[src/rtl/lcd_reg_pkg.sv]
package lcd_reg_pkg;
  localparam int unsigned IRQ_W  = 5;
  localparam int unsigned NB_BIT = 2;
  localparam int unsigned VC_BIT = 3;

  localparam int unsigned CTL_EN    = 0;
  localparam int unsigned CTL_BGR   = 8;
  localparam int unsigned CTL_BEBYT = 9;
  localparam int unsigned CTL_BEPIX = 10;
  localparam int unsigned CTL_PWR   = 11;

  localparam logic [3:0] W_UPBASE = 4'd4;
  localparam logic [3:0] W_LPBASE = 4'd5;
  localparam logic [3:0] W_SLOT_A = 4'd6;
  localparam logic [3:0] W_SLOT_B = 4'd7;
  localparam logic [3:0] W_RAW    = 4'd8;
  localparam logic [3:0] W_MSK    = 4'd9;
  localparam logic [3:0] W_CLR    = 4'd10;
  localparam logic [3:0] W_UPCUR  = 4'd11;
  localparam logic [3:0] W_LPCUR  = 4'd12;

  typedef struct packed {
    logic       pal_hit;
    logic       id_hit;
    logic       reg_hit;
    logic [3:0] reg_idx;
    logic [6:0] pal_idx;
    logic [2:0] id_idx;
  } dec_t;

  function automatic logic [7:0] id_byte(input logic ext, input logic [2:0] idx);
    case (idx)
      3'd0:    id_byte = ext ? 8'h11 : 8'h10;
      3'd1:    id_byte = 8'h11;
      3'd2:    id_byte = ext ? 8'h24 : 8'h04;
      3'd3:    id_byte = 8'h00;
      3'd4:    id_byte = 8'h0D;
      3'd5:    id_byte = 8'hF0;
      3'd6:    id_byte = 8'h05;
      default: id_byte = 8'hB1;
    endcase
  endfunction
endpackage

[src/rtl/lcd_addr_dec.sv]
module lcd_addr_dec
  import lcd_reg_pkg::*;
(
  input  logic [11:0] addr_i,
  output dec_t        dec_o
);
  logic [9:0] word;
  logic       aligned;

  assign word    = addr_i[11:2];
  assign aligned = (addr_i[1:0] == 2'b00);

  always_comb begin
    dec_o         = '0;
    dec_o.pal_hit = aligned && (word[9:7] == 3'b001);
    dec_o.id_hit  = aligned && (word[9:3] == 7'h7F);
    dec_o.reg_hit = aligned && (word[9:4] == 6'd0) && (word[3:0] <= W_LPCUR);
    dec_o.reg_idx = word[3:0];
    dec_o.pal_idx = word[6:0];
    dec_o.id_idx  = word[2:0];
  end
endmodule

[src/rtl/lcd_geom.sv]
module lcd_geom #(
  parameter int unsigned DATA_W = 32,
  parameter int unsigned DIM_W  = 11
) (
  input  logic [DATA_W-1:0] tim0_i,
  input  logic [DATA_W-1:0] tim1_i,
  output logic [DIM_W-1:0]  cols_o,
  output logic [DIM_W-1:0]  rows_o
);
  // columns come in groups of 16 pixels
  logic [DIM_W-1:0] grp;

  assign grp    = DIM_W'(tim0_i[7:2]) + DIM_W'(1);
  assign cols_o = grp << 4;
  assign rows_o = DIM_W'(tim1_i[9:0]) + DIM_W'(1);
endmodule

[src/rtl/lcd_frame_tick.sv]
module lcd_frame_tick #(
  parameter int unsigned CYCLES = 1666667
) (
  input  logic clk_i,
  input  logic rst_ni,
  input  logic en_i,
  input  logic restart_i,
  output logic tick_o
);
  localparam int unsigned CNT_W = (CYCLES > 1) ? $clog2(CYCLES) : 1;
  localparam logic [CNT_W-1:0] LAST = CNT_W'(CYCLES - 1);

  logic [CNT_W-1:0] cnt_q;

  assign tick_o = en_i && !restart_i && (cnt_q == LAST);

  always_ff @(posedge clk_i or negedge rst_ni) begin
    if (!rst_ni)                                   cnt_q <= '0;
    else if (restart_i || !en_i || cnt_q == LAST)  cnt_q <= '0;
    else                                           cnt_q <= cnt_q + 1'b1;
  end
endmodule

[src/rtl/lcd_irq_ctrl.sv]
module lcd_irq_ctrl
  import lcd_reg_pkg::*;
(
  input  logic             clk_i,
  input  logic             rst_ni,
  input  logic             tick_i,
  input  logic             mask_we_i,
  input  logic             clr_we_i,
  input  logic [IRQ_W-1:0] wdata_i,
  output logic [IRQ_W-1:0] raw_o,
  output logic [IRQ_W-1:0] mask_o,
  output logic             irq_o
);
  logic [IRQ_W-1:0] set_v, clr_v;

  always_comb begin
    set_v = '0;
    if (tick_i) begin
      set_v[NB_BIT] = 1'b1;
      set_v[VC_BIT] = 1'b1;
    end
    clr_v = clr_we_i ? wdata_i : '0;
  end

  always_ff @(posedge clk_i or negedge rst_ni) begin
    if (!rst_ni) begin
      raw_o  <= '0;
      mask_o <= '0;
    end else begin
      raw_o <= (raw_o & ~clr_v) | set_v;  // a tick wins over a clear
      if (mask_we_i) mask_o <= wdata_i;
    end
  end

  assign irq_o = |(raw_o & mask_o);
endmodule

[src/rtl/lcd_reg_unit.sv]
module lcd_reg_unit
  import lcd_reg_pkg::*;
#(
  parameter int unsigned TICK_CYCLES = 1666667,
  parameter int unsigned DATA_W      = 32,
  parameter int unsigned DIM_W       = 11,
  parameter int unsigned N_TIM       = 4
) (
  input  logic              clk_i,
  input  logic              rst_ni,
  input  logic [1:0]        variant_i,
  input  logic              req_i,
  input  logic              we_i,
  input  logic [11:0]       addr_i,
  input  logic [DATA_W-1:0] wdata_i,
  output logic [DATA_W-1:0] rdata_o,
  output logic              pal_sel_o,
  output logic [6:0]        pal_idx_o,
  input  logic [DATA_W-1:0] pal_rdata_i,
  output logic [DIM_W-1:0]  cols_o,
  output logic [DIM_W-1:0]  rows_o,
  output logic [2:0]        depth_o,
  output logic              bgr_o,
  output logic              be_byte_o,
  output logic              be_pix_o,
  output logic              enabled_o,
  output logic              irq_o
);
  dec_t              dec;
  logic              wr, swapped;
  logic [3:0]        ctrl_idx, mask_idx;
  logic              ctrl_we, mask_we, clr_we, tick_w;
  logic [DATA_W-1:0] tim_q [N_TIM];
  logic [DATA_W-1:0] up_q, lp_q, ctrl_q;
  logic [IRQ_W-1:0]  raw_w, mask_w;
  logic [DATA_W-1:0] raw_x, mask_x;

  lcd_addr_dec i_dec (.addr_i(addr_i), .dec_o(dec));

  assign wr       = req_i && we_i && dec.reg_hit;
  assign swapped  = (variant_i != 2'd0);
  assign ctrl_idx = swapped ? W_SLOT_A : W_SLOT_B;
  assign mask_idx = swapped ? W_SLOT_B : W_SLOT_A;
  assign ctrl_we  = wr && (dec.reg_idx == ctrl_idx);
  assign mask_we  = wr && (dec.reg_idx == mask_idx);
  assign clr_we   = wr && (dec.reg_idx == W_CLR);

  for (genvar g = 0; g < N_TIM; g++) begin : g_tim
    always_ff @(posedge clk_i or negedge rst_ni) begin
      if (!rst_ni)                                  tim_q[g] <= '0;
      else if (wr && dec.reg_idx == 4'(g))          tim_q[g] <= wdata_i;
    end
  end

  always_ff @(posedge clk_i or negedge rst_ni) begin
    if (!rst_ni) begin
      up_q   <= '0;
      lp_q   <= '0;
      ctrl_q <= '0;
    end else begin
      if (wr && dec.reg_idx == W_UPBASE) up_q   <= wdata_i;
      if (wr && dec.reg_idx == W_LPBASE) lp_q   <= wdata_i;
      if (ctrl_we)                       ctrl_q <= wdata_i;
    end
  end

  assign enabled_o = ctrl_q[CTL_EN] & ctrl_q[CTL_PWR];
  assign depth_o   = ctrl_q[3:1];
  assign bgr_o     = ctrl_q[CTL_BGR];
  assign be_byte_o = ctrl_q[CTL_BEBYT];
  assign be_pix_o  = ctrl_q[CTL_BEPIX];

  lcd_geom #(.DATA_W(DATA_W), .DIM_W(DIM_W)) i_geom (
    .tim0_i(tim_q[0]), .tim1_i(tim_q[1]), .cols_o(cols_o), .rows_o(rows_o)
  );

  lcd_frame_tick #(.CYCLES(TICK_CYCLES)) i_tick (
    .clk_i(clk_i), .rst_ni(rst_ni), .en_i(enabled_o),
    .restart_i(ctrl_we), .tick_o(tick_w)
  );

  lcd_irq_ctrl i_irq (
    .clk_i(clk_i), .rst_ni(rst_ni), .tick_i(tick_w),
    .mask_we_i(mask_we), .clr_we_i(clr_we), .wdata_i(wdata_i[IRQ_W-1:0]),
    .raw_o(raw_w), .mask_o(mask_w), .irq_o(irq_o)
  );

  assign raw_x     = DATA_W'(raw_w);
  assign mask_x    = DATA_W'(mask_w);
  assign pal_sel_o = req_i && dec.pal_hit;
  assign pal_idx_o = dec.pal_idx;

  always_comb begin
    rdata_o = '0;
    if (dec.pal_hit) begin
      rdata_o = pal_rdata_i;
    end else if (dec.id_hit) begin
      rdata_o = DATA_W'(id_byte(variant_i[1], dec.id_idx));
    end else if (dec.reg_hit) begin
      case (dec.reg_idx)
        4'd0, 4'd1, 4'd2, 4'd3: rdata_o = tim_q[dec.reg_idx[1:0]];
        W_UPBASE, W_UPCUR:      rdata_o = up_q;
        W_LPBASE, W_LPCUR:      rdata_o = lp_q;
        W_SLOT_A:               rdata_o = swapped ? ctrl_q : mask_x;
        W_SLOT_B:               rdata_o = swapped ? mask_x : ctrl_q;
        W_RAW:                  rdata_o = raw_x;
        W_MSK:                  rdata_o = raw_x & mask_x;
        default:                rdata_o = '0;
      endcase
    end
  end
endmodule

[config.mk]
export PLATFORM = sky130hd
export DESIGN_NAME = lcd_reg_unit
export DESIGN_NICKNAME = d
export VERILOG_FILES = /design/src/rtl/lcd_reg_pkg.sv /design/src/rtl/lcd_addr_dec.sv /design/src/rtl/lcd_geom.sv /design/src/rtl/lcd_frame_tick.sv /design/src/rtl/lcd_irq_ctrl.sv /design/src/rtl/lcd_reg_unit.sv
export SDC_FILE = /design/constraint.sdc
export NUM_CORES = 1
export LEC_CHECK = 0
export CAP_MARGIN = 10
export CORE_ASPECT_RATIO = 0.5
export CORE_UTILIZATION = 45
export CTS_BUF_LIST = sky130_fd_sc_hd__clkbuf_16
export DETAILED_ROUTE_END_ITERATION = 12
export DONT_BUFFER_PORTS = 1
export PLACE_DENSITY_LB_ADDON = 0.05
export SLEW_MARGIN = 20
export SYNTH_ARGS = -nofsm -noshare
export SYNTH_HDL_FRONTEND = slang
export SYNTH_SLANG_ARGS = --single-unit
[constraint.sdc]
create_clock -name clk_i -period 4.3 [get_ports clk_i]
set_input_delay 0.86 -clock clk_i [delete_from_list [all_inputs] [get_ports clk_i]]
set_output_delay 0.86 -clock clk_i [all_outputs]
set_load 0.05 [all_outputs]
# After elaboration in Yosys (flattened, before gate mapping)
# Index checks and enable logic that the tools add are counted.
# op_classes
n_reduce_logical	31
addsub	3
bitwise_logic	7
order_cmp	2
eq_ne	23
mux	17
# op_table
operator	count
32-bit two-way mux	7
32-bit case mux with 7 select lines	1
32-bit binary-select mux with 2-bit select	1
8-bit case mux with 7 select lines	1
21-bit by 1-bit adder with 21-bit output, second input constant	1
21-bit == test, second input constant	1
21-bit two-way mux	1
4-bit == test, second input constant	5
1-bit logical AND	18
4-bit by 3-bit == test with 1-bit output, second input constant	4
5-bit bitwise AND	3
10-bit by 1-bit adder with 11-bit output, second input constant	1
3-bit == test, second input constant	3
4-bit by 2-bit == test with 1-bit output, second input constant	2
4-bit by 3-bit == test with 1-bit output	2
6-bit by 1-bit adder with 7-bit output, second input constant	1
7-bit == test, second input constant	1
3-bit by 1-bit == test with 1-bit output, second input constant	2
3-bit by 2-bit == test with 1-bit output, second input constant	2
6-bit logical NOT	1
6-bit two-way mux	1
5-bit two-way mux	1
5-bit NOT	1
5-bit by 4-bit bitwise OR with 5-bit output	1
other kinds (16)	21
# word_totals
inputBits	82
output_inout_bits	70
register_bits	255

# Depth between registers and ports, before layout
# Gate-level depths: netlist (run 1).
# depth
ltp_word	10
ltp_mapped	9
ltp_nobuf	7

# Hierarchy
# A second synthesis (run 1) with hierarchy kept.
# unflattened
cells_unflattened	973
area_unflattened_um2	12722.2
# by_module_without_submodules
mod	instances	area_each_um2	cells_per_inst
lcd_reg_unit	1	10795.4	775
lcd_frame_tick	1	1118.6	113
lcd_irq_ctrl	1	372.9	25
lcd_geom	1	272.8	38
lcd_addr_dec	1	162.7	22

# Worst setup path before layout (run 1)
# OpenSTA, ideal clock, no wires.
# synth_timing
path_kind	input to output
from	input port addr_i[2]
to	output port rdata_o[14]
slack_ns	0.212
t_arrival_ns	3.228
cell_stages	7
n_path_buf	3
cell_sequence	buf_2 -> buf_2 -> and4b_1 -> a21o_1 -> clkbuf_1 -> a222oi_1 -> o21ai_0
# synth_between
elab_chain_cells	8
# synth_lines
element	line	text
from (decl)	lcd_reg_unit.sv:14	input logic [11:0] addr_i,
2-bit NOT with 3-bit output (implied by the code)	lcd_reg_unit.sv:101	4'd0, 4'd1, 4'd2, 4'd3: rdata_o = tim_q[dec.reg_idx[1:0]];
32-bit binary-select mux with 2-bit select	lcd_reg_unit.sv:101	
32-bit two-way mux (implied by the code) (2 in a row)	lcd_reg_unit.sv:101	
32-bit case mux with 7 select lines	lcd_reg_unit.sv:100	case (dec.reg_idx)
32-bit two-way mux (*)	lcd_reg_unit.sv:99	end else if (dec.reg_hit) begin
32-bit two-way mux (*)	lcd_reg_unit.sv:97	end else if (dec.id_hit) begin
32-bit two-way mux (*)	lcd_reg_unit.sv:95	if (dec.pal_hit) begin
to (decl)	lcd_reg_unit.sv:16	output logic [DATA_W-1:0] rdata_o,
# Mark *: on every way between the ends. The rest lies on a longest branch, timed or not. The select of a mux whose other input is x is not followed.

# Worst setup path after layout (run 1)
# layout_timing
from	input port variant_i[0]
to	output port rdata_o[15]
# layout_between
elab_chain_cells	6
# layout_lines
element	line	text
from (decl)	lcd_reg_unit.sv:11	input logic [1:0] variant_i,
2-bit nonzero test (*)	lcd_reg_unit.sv:41	assign swapped = (variant_i != 2'd0);
32-bit two-way mux, on equally long branches	lcd_reg_unit.sv:105, lcd_reg_unit.sv:104	
32-bit case mux with 7 select lines (*)	lcd_reg_unit.sv:100	
32-bit two-way mux (*)	lcd_reg_unit.sv:99	
32-bit two-way mux (*)	lcd_reg_unit.sv:97	
32-bit two-way mux (*)	lcd_reg_unit.sv:95	
# Mark *: on every way between the ends. The rest lies on a longest branch, timed or not.

==> results of run 1 <==
-- sequential cells by signal, summed over array words and instances (netlist names) --
signal / count
i_irq.mask_o: 5
i_tick.cnt_q: 21
tim_q: 128
lp_q: 32
i_irq.raw_o: 5
ctrl_q: 32
up_q: 32
-- worst max-delay path by stage --
stage                      start     endpoint  slack (ps)
finish              variant_i[0]  rdata_o[15]         650
global route        variant_i[0]  rdata_o[26]         560
CTS                 variant_i[0]  rdata_o[15]         630
detailed placement  variant_i[0]  rdata_o[15]         650
global placement    variant_i[0]  rdata_o[15]         660
floorplan              addr_i[2]  rdata_o[14]         210
-- kinds of logic after synthesis --
family                     Yosys count
AOI/OAI and AO/OA                  134
buffers and inverters               82
other                                1
muxes                              282
and+or+nand+nor                    176
DFF                                255
adders and majority gates            4
xor gates and xnor gates            33
-- per-stage QoR --
stage	total power (W)	setup slack [ps]
after global routing	0.00482	559
after detailed placement	0.00257	649
after global placement	0.00256	659
final	0.00466	651
after CTS	0.00471	631
after floorplan	0.00258	212
-- metal layers --
| metal | track usage [%] | up-vias | routed length, µm |
|---|---|---|---|
| met4 | 4.33 | 0 | 485 |
| met5 | 0 | - | 0 |
| met3 | 3.52 | 29 | 1180 |
| li1 | - | 3647 | - |
| met1 | 34.2 | 4425 | 16100 |
| met2 | 38.4 | 156 | 15500 |
-- layout make-up --
class / instances / area, µm²
clock buffer: 25 / 626
clock inverter: 20 / 150
fill: 2378 / 13000
inverter: 6 / 22.5
multi-input combinational: 633 / 5860
sequential: 255 / 6380
tap: 374 / 468
timing repair buffer: 57 / 480
-- Yosys cell counts, drive strengths merged, types with 2 or more instances --
cell / number / share of area (%)
and3: 6 / 0.30
a221oi: 5 / 0.35
xor2: 17 / 1.2
o211ai: 4 / 0.24
or3: 2 / 0.099
dfrtp: 255 / 51
nor3: 7 / 0.32
nor3b: 4 / 0.33
nand4b: 3 / 0.21
xnor2: 16 / 1.1
buf: 57 / 2.7
nand3: 25 / 0.99
o21ai: 31 / 1.2
and2: 3 / 0.15
a22o: 23 / 1.6
a21boi: 3 / 0.18
a21o: 4 / 0.24
o311ai: 2 / 0.14
a22oi: 5 / 0.30
nor2: 50 / 1.5
mux4: 29 / 5.2
nand2: 34 / 1.0
mux2i: 21 / 1.7
a32o: 3 / 0.24
inv: 6 / 0.18
a211oi: 17 / 1.0
o31a: 2 / 0.14
clkbuf: 19 / 0.57
nand2b: 10 / 0.50
a32oi: 17 / 1.2
mux2: 232 / 21
nor2b: 3 / 0.15
a222oi: 14 / 1.1
and3b: 2 / 0.14
nand4: 13 / 0.64
ha: 4 / 0.40
nor4: 5 / 0.42
-- critical path: stages --
cell      delay [ps]
nor2_1           170
xor2_2           540
nor2_2           130
buf_4            290
a211oi_1         480
o21ai_1          100
buf_4            200
-- power groups by stage --
stage	Combinational, W	Sequential [W]	Clock [W]
after floorplan	0.000130	0.00245	0
after global placement	0.000113	0.00245	0
after detailed placement	0.000114	0.00245	0
after CTS	0.000121	0.00241	0.00218
after global routing	0.000130	0.00241	0.00229
final	0.000123	0.00241	0.00213
==> out/results.ini, run 1 <==
[cts]
cts.clk_slew.worst_paths_ps = 60
clk_latency_ps = 550
cts_resized = 0
post_cts_buffers = 0
clock-sinks = 255
cts_made_buffers = 25
postCtsHoldBufs = 1
h-tree-depth = 1
cts_tree = built
cts_buffer_depth = 3
clockRootBuffer = clkbuf_16

[synthesis]
synthSimpleGateAreaFrac_pct = 7.45
synth_xor_area_share_pct = 2.35
synth_mux_area_share_pct = 27.5
synth_warnings = 0
synthCells = 967
post_synth_instance_area_um2 = 12600
synth_edf_count = 0
synthArstFlopShare_pct = 100
synthAdderAreaFrac_pct = 0.397
syn_area_per_cell_um2 = 13.1
synth_flop_cell = dfrtp_1
ys_seq_elements = 255
yosysSeqAreaShare_pct = 50.6
synth_cell_type_count = 62
synth_top_family_by_area = multiplexers
synth_compound_area_share_pct = 8.19

[setup_path]
crit_required_ps = 3440
worstPathArrival_ps = 2790
regToRegEndpoint = i_tick.cnt_q[19]$_DFF_PN0_
critPathCaptureType = output pin
rr_startpoint = i_tick.cnt_q[17]$_DFF_PN0_
r2r_setup_slack_ps = 1950
crit_type = in -> out
cp-start-kind = input pin
reg2reg_depth = 5
crit_fanout = 26

[sta]
period_share_pct = 84.9
fmax_ghz = 0.274
timing.final.crit_period_ps = 3650
finalSetupViolations = 0
hold_viol_final = 0
relSlewSlack_pct = 23.9
fin_tns_setup_ps = 0
finalClockSkew_ps = 17.6
tightest_slew_ps = 1130
hold_slack_ps = 22.1
rsz0062_at_grt = no
drv_slew = 0

[grt]
grt_usage_pct = 23.7
antenna_found_initial = 0
grt_pass1_wl_mm = 51.6
grt_pass1_vias = 8551
overflow = 0
grt_max_degree = 230

[place]
dp_cells = 1323
dpl.hpwl_mm = 20.7
place_area_um2 = 13200
gp_congestion = 0.797
io_buffers = 0

[cells_and_area]
stdcell_count = 1370
syn_to_final_growth_pct = 10.8
final_cell_mix = dfrtp_1 (255), mux2_2 (197), buf_4 (52), nor2_1 (46), mux2_1 (35)
final_common_cell = dfrtp_1
fin_area_um2 = 14000
layout.nets = 1064
utilization_pct = 51.8
num_antenna_cells = 0
layout-drive-gt1-share_pct = 33.2

[drt]
dr.pass1.iters = 6
wire_per_inst_um = 24.3
finalWirelength_mm = 33.3
routed_via_density = 6.03
vias = 8257
postRouteAntennaNets = 0
drc = 0
detailedRoute.firstIterationViolations = 607

[pwr]
power_frac_seq_pct = 51.7
pwr_density_cell_nw_per_um2 = 333
power_frac_clock_pct = 45.7
p_leak_nw = 6.56
netSwitchingFraction_pct = 22.1
p_switching_w = 0.00103
p_int_w = 0.00363
combPwrFrac_pct = 2.6
ir_worst_vdd_mv = 0.271

[floorplanning]
die_h_um = 120
die-area_um2 = 28800
coreArea_um2 = 27000
die_w_um = 239
rows = 42
ios = 152
start_util_pct = 46.7

[flow_run]
drv_cap = 0

[min_path]
min_path_type = in -> async

[run_status]
outcome = completed

(Power assumes the default switching activity.)
==> run 2, diff against run 1 <==
==> constraint.sdc (replaced) <==
create_clock -name clk_i -period 3.8 [get_ports clk_i]
set_input_delay 0.76 -clock clk_i [delete_from_list [all_inputs] [get_ports clk_i]]
set_output_delay 0.76 -clock clk_i [all_outputs]
set_load 0.05 [all_outputs]
==> run 2 against run 1 <==
Compared with the run above:
- the flow now finishes with violations (hold timing)
- largest power group unchanged
- critical path type unchanged
- non-clock buffer count grew 8
- clock skew down 13 ps
- final cell count grew 0.36%
- wire length decreased by 2.4%
- flip-flop and latch count is the same
- highest routed layer unchanged
- critical endpoint is now rdata_o[25]
==> out/results.ini, run 2 (synthesis gave the netlist of run 1 again) <==
[cells_and_area]
largest_reg_flops = 128
regMostFlops = tim_q
final_cell_mix = dfrtp_1 (255), mux2_2 (197), buf_4 (59), nor2_1 (46), mux2_1 (35)
layout-drive-gt1-share_pct = 34.4
final_common_cell = dfrtp_1
syn_to_final_growth_pct = 11.8
num_antenna_cells = 0
fin_area_um2 = 14100
nFillCells = 2381
layout.nets = 1071

[setup_path]
crit_chain = nor2_1, xor2_2, nor2_2, buf_4, a222oi_1, o21ai_1, buf_4
cpPeakStageDelay_ps = 510
critPathCaptureType = output pin
crit_required_ps = 3040
crit_fanout = 15
crit_slowest_cell = xor2_2
worstPathArrival_ps = 2690
cpMostUsedCell = buf_4
cp-start-kind = input pin
crit_type = in -> out

[drt]
drc = 0
routed_via_density = 5.99
vias = 8239
detailedRoute.firstIterationViolations = 644
dr.pass1.iters = 5
finalWirelength_mm = 32.5
postRouteAntennaNets = 0
wire_per_inst_um = 23.6

[place]
gp_congestion = 0.774
place_area_um2 = 13300
dpl.hpwl_mm = 20.4
io_buffers = 0

[sta]
hold_viol_final = 92
relSlewSlack_pct = 32.7
rsz0062_at_grt = no
timing.final.crit_period_ps = 3450
fin_tns_setup_ps = 0
hold_slack_ps = -73.7
tightest_slew_ps = 1010
drv_slew = 0
period_share_pct = 90.8
finalSetupViolations = 0
finalClockSkew_ps = 4.82
fmax_ghz = 0.290

[grt]
grt_usage_pct = 23.4
grt_pass1_vias = 8578
overflow = 0
grt_max_degree = 256
antenna_found_initial = 0
grt_pass1_wl_mm = 51.6

[cts]
h-tree-depth = 1
clock-sinks = 255
cts_made_buffers = 24
cts_resized = 0
clockRootBuffer = clkbuf_16
cts_buffer_depth = 3
cts_tree = built
post_cts_buffers = 0
clk_latency_ps = 530
cts.clk_slew.worst_paths_ps = 60

[pwr]
pwr_density_cell_nw_per_um2 = 383
ir_worst_vdd_mv = 0.339
p_leak_nw = 6.63

[min_path]
min_path_type = in -> async

[floorplanning]
die_h_um = 120
die-area_um2 = 28800
die_w_um = 239
ios = 152
start_util_pct = 46.7
coreArea_um2 = 27000
rows = 42

[run_status]
violations = hold timing
outcome = complete, but fails checks

[flow_run]
drv_cap = 0

run 2: cell count changes in the layout (fill, tap and decap cells not counted), sizes merged:
cell	before	now
buf	56	65
bufinv	2	5
clkbuf	25	24
clkinv	9	5
clkinvlp	1	3
dlygate4sd3	1	0
inv	14	11
run 2: layout make-up:
type | count | area, µm² | share of cell area, %
inverter | 6 | 22.5 | 0.160
sequential | 255 | 6380 | 45.2
tap | 374 | 468 | 3.32
clock buffer | 24 | 601 | 4.25
multi-input combinational | 633 | 5850 | 41.5
timing repair buffer | 65 | 563 | 3.99
clock inverter | 18 | 226 | 1.60
run 2: per-stage QoR:
step	std cells	hold WS, ps	setup WS, ps	utilization, %	total power (W)
2_1_floorplan	970	452	70.5	-	0.00292
3_3_place_gp	1333	462	407	49.2	0.00290
3_5_place_dp	1333	474	362	49.2	0.00290
4_1_cts	1375	-90.0	354	52.3	0.00547
5_1_grt	1375	-103	253	52.3	0.00558
6_report	1375	-73.7	350	52.3	0.00541
run 2: final timing paths:
kind,start,to,slack (ps),cells after the start
max,variant_i[0],rdata_o[25],350,7
min,rst_ni,i_tick.cnt_q[3]$_DFF_PN0_,-70,0
max reg2reg,i_tick.cnt_q[17]$_DFF_PN0_,i_tick.cnt_q[20]$_DFF_PN0_,1420,5
min reg2reg,tim_q[32]$_DFFE_PN0P_,tim_q[32]$_DFFE_PN0P_,490,1
max in group asynchronous,rst_ni,tim_q[23]$_DFFE_PN0P_,3310,0
min in group clk_i,wdata_i[1],i_irq.raw_o[1]$_DFF_PN0_,330,1
run 2: worst max-delay path: cells and delay by family:
family / cells / cell delay (ps)
XOR/XNOR: 1 / 510
buffers and inverters: 2 / 460
AND/OR/NAND/NOR: 2 / 450
AO/OA/AOI/OAI: 2 / 480
run 2: power by group:
part,internal [W],switching [W],leakage [nW]
combinational,0.0000505,0.0000795,2.65
sequential,0.00272,0.00000405,3.56
clock,0.00149,0.00106,0.414
total,0.00426,0.00114,6.63
run 2: metal layers:
metal	global-route usage, %	up-vias	share of wire (%)	routed length, µm
li1	-	3649	-	-
met3	3.45	44	4.5	1480
met1	33.8	4364	47	15300
met2	37.7	182	47	15100
met4	4.53	0	1.7	550
met5	0	-	0	0
==> run 3, diff against run 2 <==
==> constraint.sdc (replaced) <==
create_clock -name clk_i -period 3.8 [get_ports clk_i]
set_input_delay 0.76 -clock clk_i [delete_from_list [all_inputs] [get_ports clk_i]]
set_output_delay 0.76 -clock clk_i [all_outputs]
set_load 0.01 [all_outputs]
==> run 3 against run 2 <==
Compared with the run above:
- the flow still finishes with violations (hold timing)
- final cell count decreased by 2.2%
- clock power is 6% lower
- largest power group unchanged
- flip-flop and latch count unchanged
- setup slack better by 220 ps
- first-iteration DRC count decreased by 14%
- critical path type unchanged
- via count is 2.4% lower
- non-clock buffer count decreased by 33
- global-route usage barely moved
- die area is the same
- register-to-register slack improved by 380 ps
- critical endpoint is now rdata_o[10]
==> out/results.ini, run 3 (synthesis gave the netlist of run 1 again) <==
[run_status]
violations = hold timing
outcome = complete, but fails checks

[sta]
fmax_ghz = 0.309
rsz0062_at_grt = no
fin_tns_setup_ps = 0
fin_ws_ps = 567
relSlewSlack_pct = 52.1
tightest_slew_ps = 717
finalClockSkew_ps = 6.48
timing.final.crit_period_ps = 3230
period_share_pct = 85.1
hold_viol_final = 111
hold_slack_ps = -77.0
drv_slew = 0
finalSetupViolations = 0

[pwr]
ir_worst_vdd_mv = 0.322
pwr_density_cell_nw_per_um2 = 379
finalPower_w = 0.00523
p_leak_nw = 6.44

[grt]
grt_pass1_wl_mm = 50.8
grt_max_degree = 256
grt_usage_pct = 23.3
grt_pass1_vias = 8217
antenna_found_initial = 1
overflow = 0

[cells_and_area]
syn_to_final_growth_pct = 9.28
layout-drive-gt1-share_pct = 31.9
largest_reg_flops = 128
final_cell_mix = dfrtp_1 (255), mux2_2 (197), nor2_1 (46), mux2_1 (35), nand2_1 (33)
layout.nets = 1039
regMostFlops = tim_q
nFillCells = 2336
final_common_cell = dfrtp_1
fin_area_um2 = 13800

[setup_path]
rr_startpoint = i_tick.cnt_q[17]$_DFF_PN0_
crit_type = in -> out
cp-start-kind = input pin
regToRegEndpoint = i_tick.cnt_q[12]$_DFF_PN0_
critPathCaptureType = output pin
cpPeakStageDelay_ps = 520
reg2reg_depth = 6
crit_chain = and2b_1, nand2_1, nor2_4, buf_4, a222oi_1, o21ai_0
crit_required_ps = 3040
r2r_setup_slack_ps = 1800
crit_slowest_cell = nor2_4
worstPathArrival_ps = 2470
crit_fanout = 33

[floorplanning]
die_w_um = 239
coreArea_um2 = 27000
die-area_um2 = 28800
ios = 152
rows = 42
die_h_um = 120
start_util_pct = 46.7

[drt]
drc = 0
wire_per_inst_um = 24.4
postRouteAntennaNets = 0
dr.pass1.iters = 5
vias = 8045
finalWirelength_mm = 32.8
routed_via_density = 5.98
detailedRoute.firstIterationViolations = 554

[cts]
clockRootBuffer = clkbuf_16
clk_latency_ps = 530
cts_buffer_depth = 3
post_cts_buffers = 0
clock-sinks = 255
cts_resized = 0
cts.clk_slew.worst_paths_ps = 60
cts_made_buffers = 25
cts_tree = built
h-tree-depth = 1

[min_path]
min_path_type = in -> async

[place]
io_buffers = 0
gp_congestion = 0.824
place_area_um2 = 13000
dp_worst_setup_slack_ps = 199
dpl.hpwl_mm = 21.3

[flow_run]
drv_cap = 0

-- run 3: cell count changes in the layout (fill, tap and decap cells not counted), moves of 3 or more --
cell        delta
buf_4         -31
o21ai_0       +25
o21ai_1       -25
clkinv_1       +5
bufinv_16      -3
clkinvlp_4     -3
-- run 3: area by class of cell --
| cell class | count | area (µm²) | area share (%) |
|---|---|---|---|
| well taps | 374 | 468 | 3.39 |
| clock inverters | 19 | 139 | 1.01 |
| multi-input cells | 633 | 5860 | 42.5 |
| flip-flops and latches | 255 | 6380 | 46.3 |
| repair buffers | 32 | 290 | 2.10 |
| inverters | 6 | 22.5 | 0.163 |
| clock buffers | 25 | 626 | 4.54 |
| diodes | 1 | 2.50 | 0.0181 |
-- run 3: critical path: cells and delay by family --
kind                   cells  cell delay [ps]
buffers and inverters      1              300
AOI/OAI and AO/OA          2              470
and+or+nand+nor            3              920
-- run 3: metrics by stage --
step	utilization [%]	instances	hold slack (ps)
final	51.1	1345	-77.0
after global routing	51.1	1344	-103
after CTS	51.0	1344	-94.1
after detailed placement	48.2	1300	471
after global placement	48.2	1300	463
after floorplan	-	970	452
-- run 3: worst max path at each step --
stage	end	depth (start not counted)	startpoint	slack (ps)
6_report	rdata_o[10]	6	addr_i[5]	570
4_1_cts	rdata_o[10]	6	addr_i[5]	200
3_5_place_dp	rdata_o[10]	6	addr_i[5]	200
5_1_grt	rdata_o[10]	6	addr_i[5]	440
3_3_place_gp	rdata_o[10]	6	addr_i[5]	230
2_1_floorplan	rdata_o[14]	7	addr_i[2]	730
-- run 3: where the power goes --
group          internal (W)  switching, W  leakage, nW
registers           0.00272    0.00000359         3.56
logic             0.0000473     0.0000614         2.48
clock network       0.00133       0.00106        0.397
total               0.00410       0.00113         6.44
-- run 3: metal layers --
| layer | up-vias | GRT usage, % | wire, µm |
|---|---|---|---|
| li1 | 3582 | - | - |
| met1 | 4248 | 34.2 | 15800 |
| met2 | 178 | 36.1 | 14900 |
| met3 | 37 | 4.25 | 1430 |
| met4 | 0 | 5.09 | 613 |
| met5 | - | 0 | 0 |
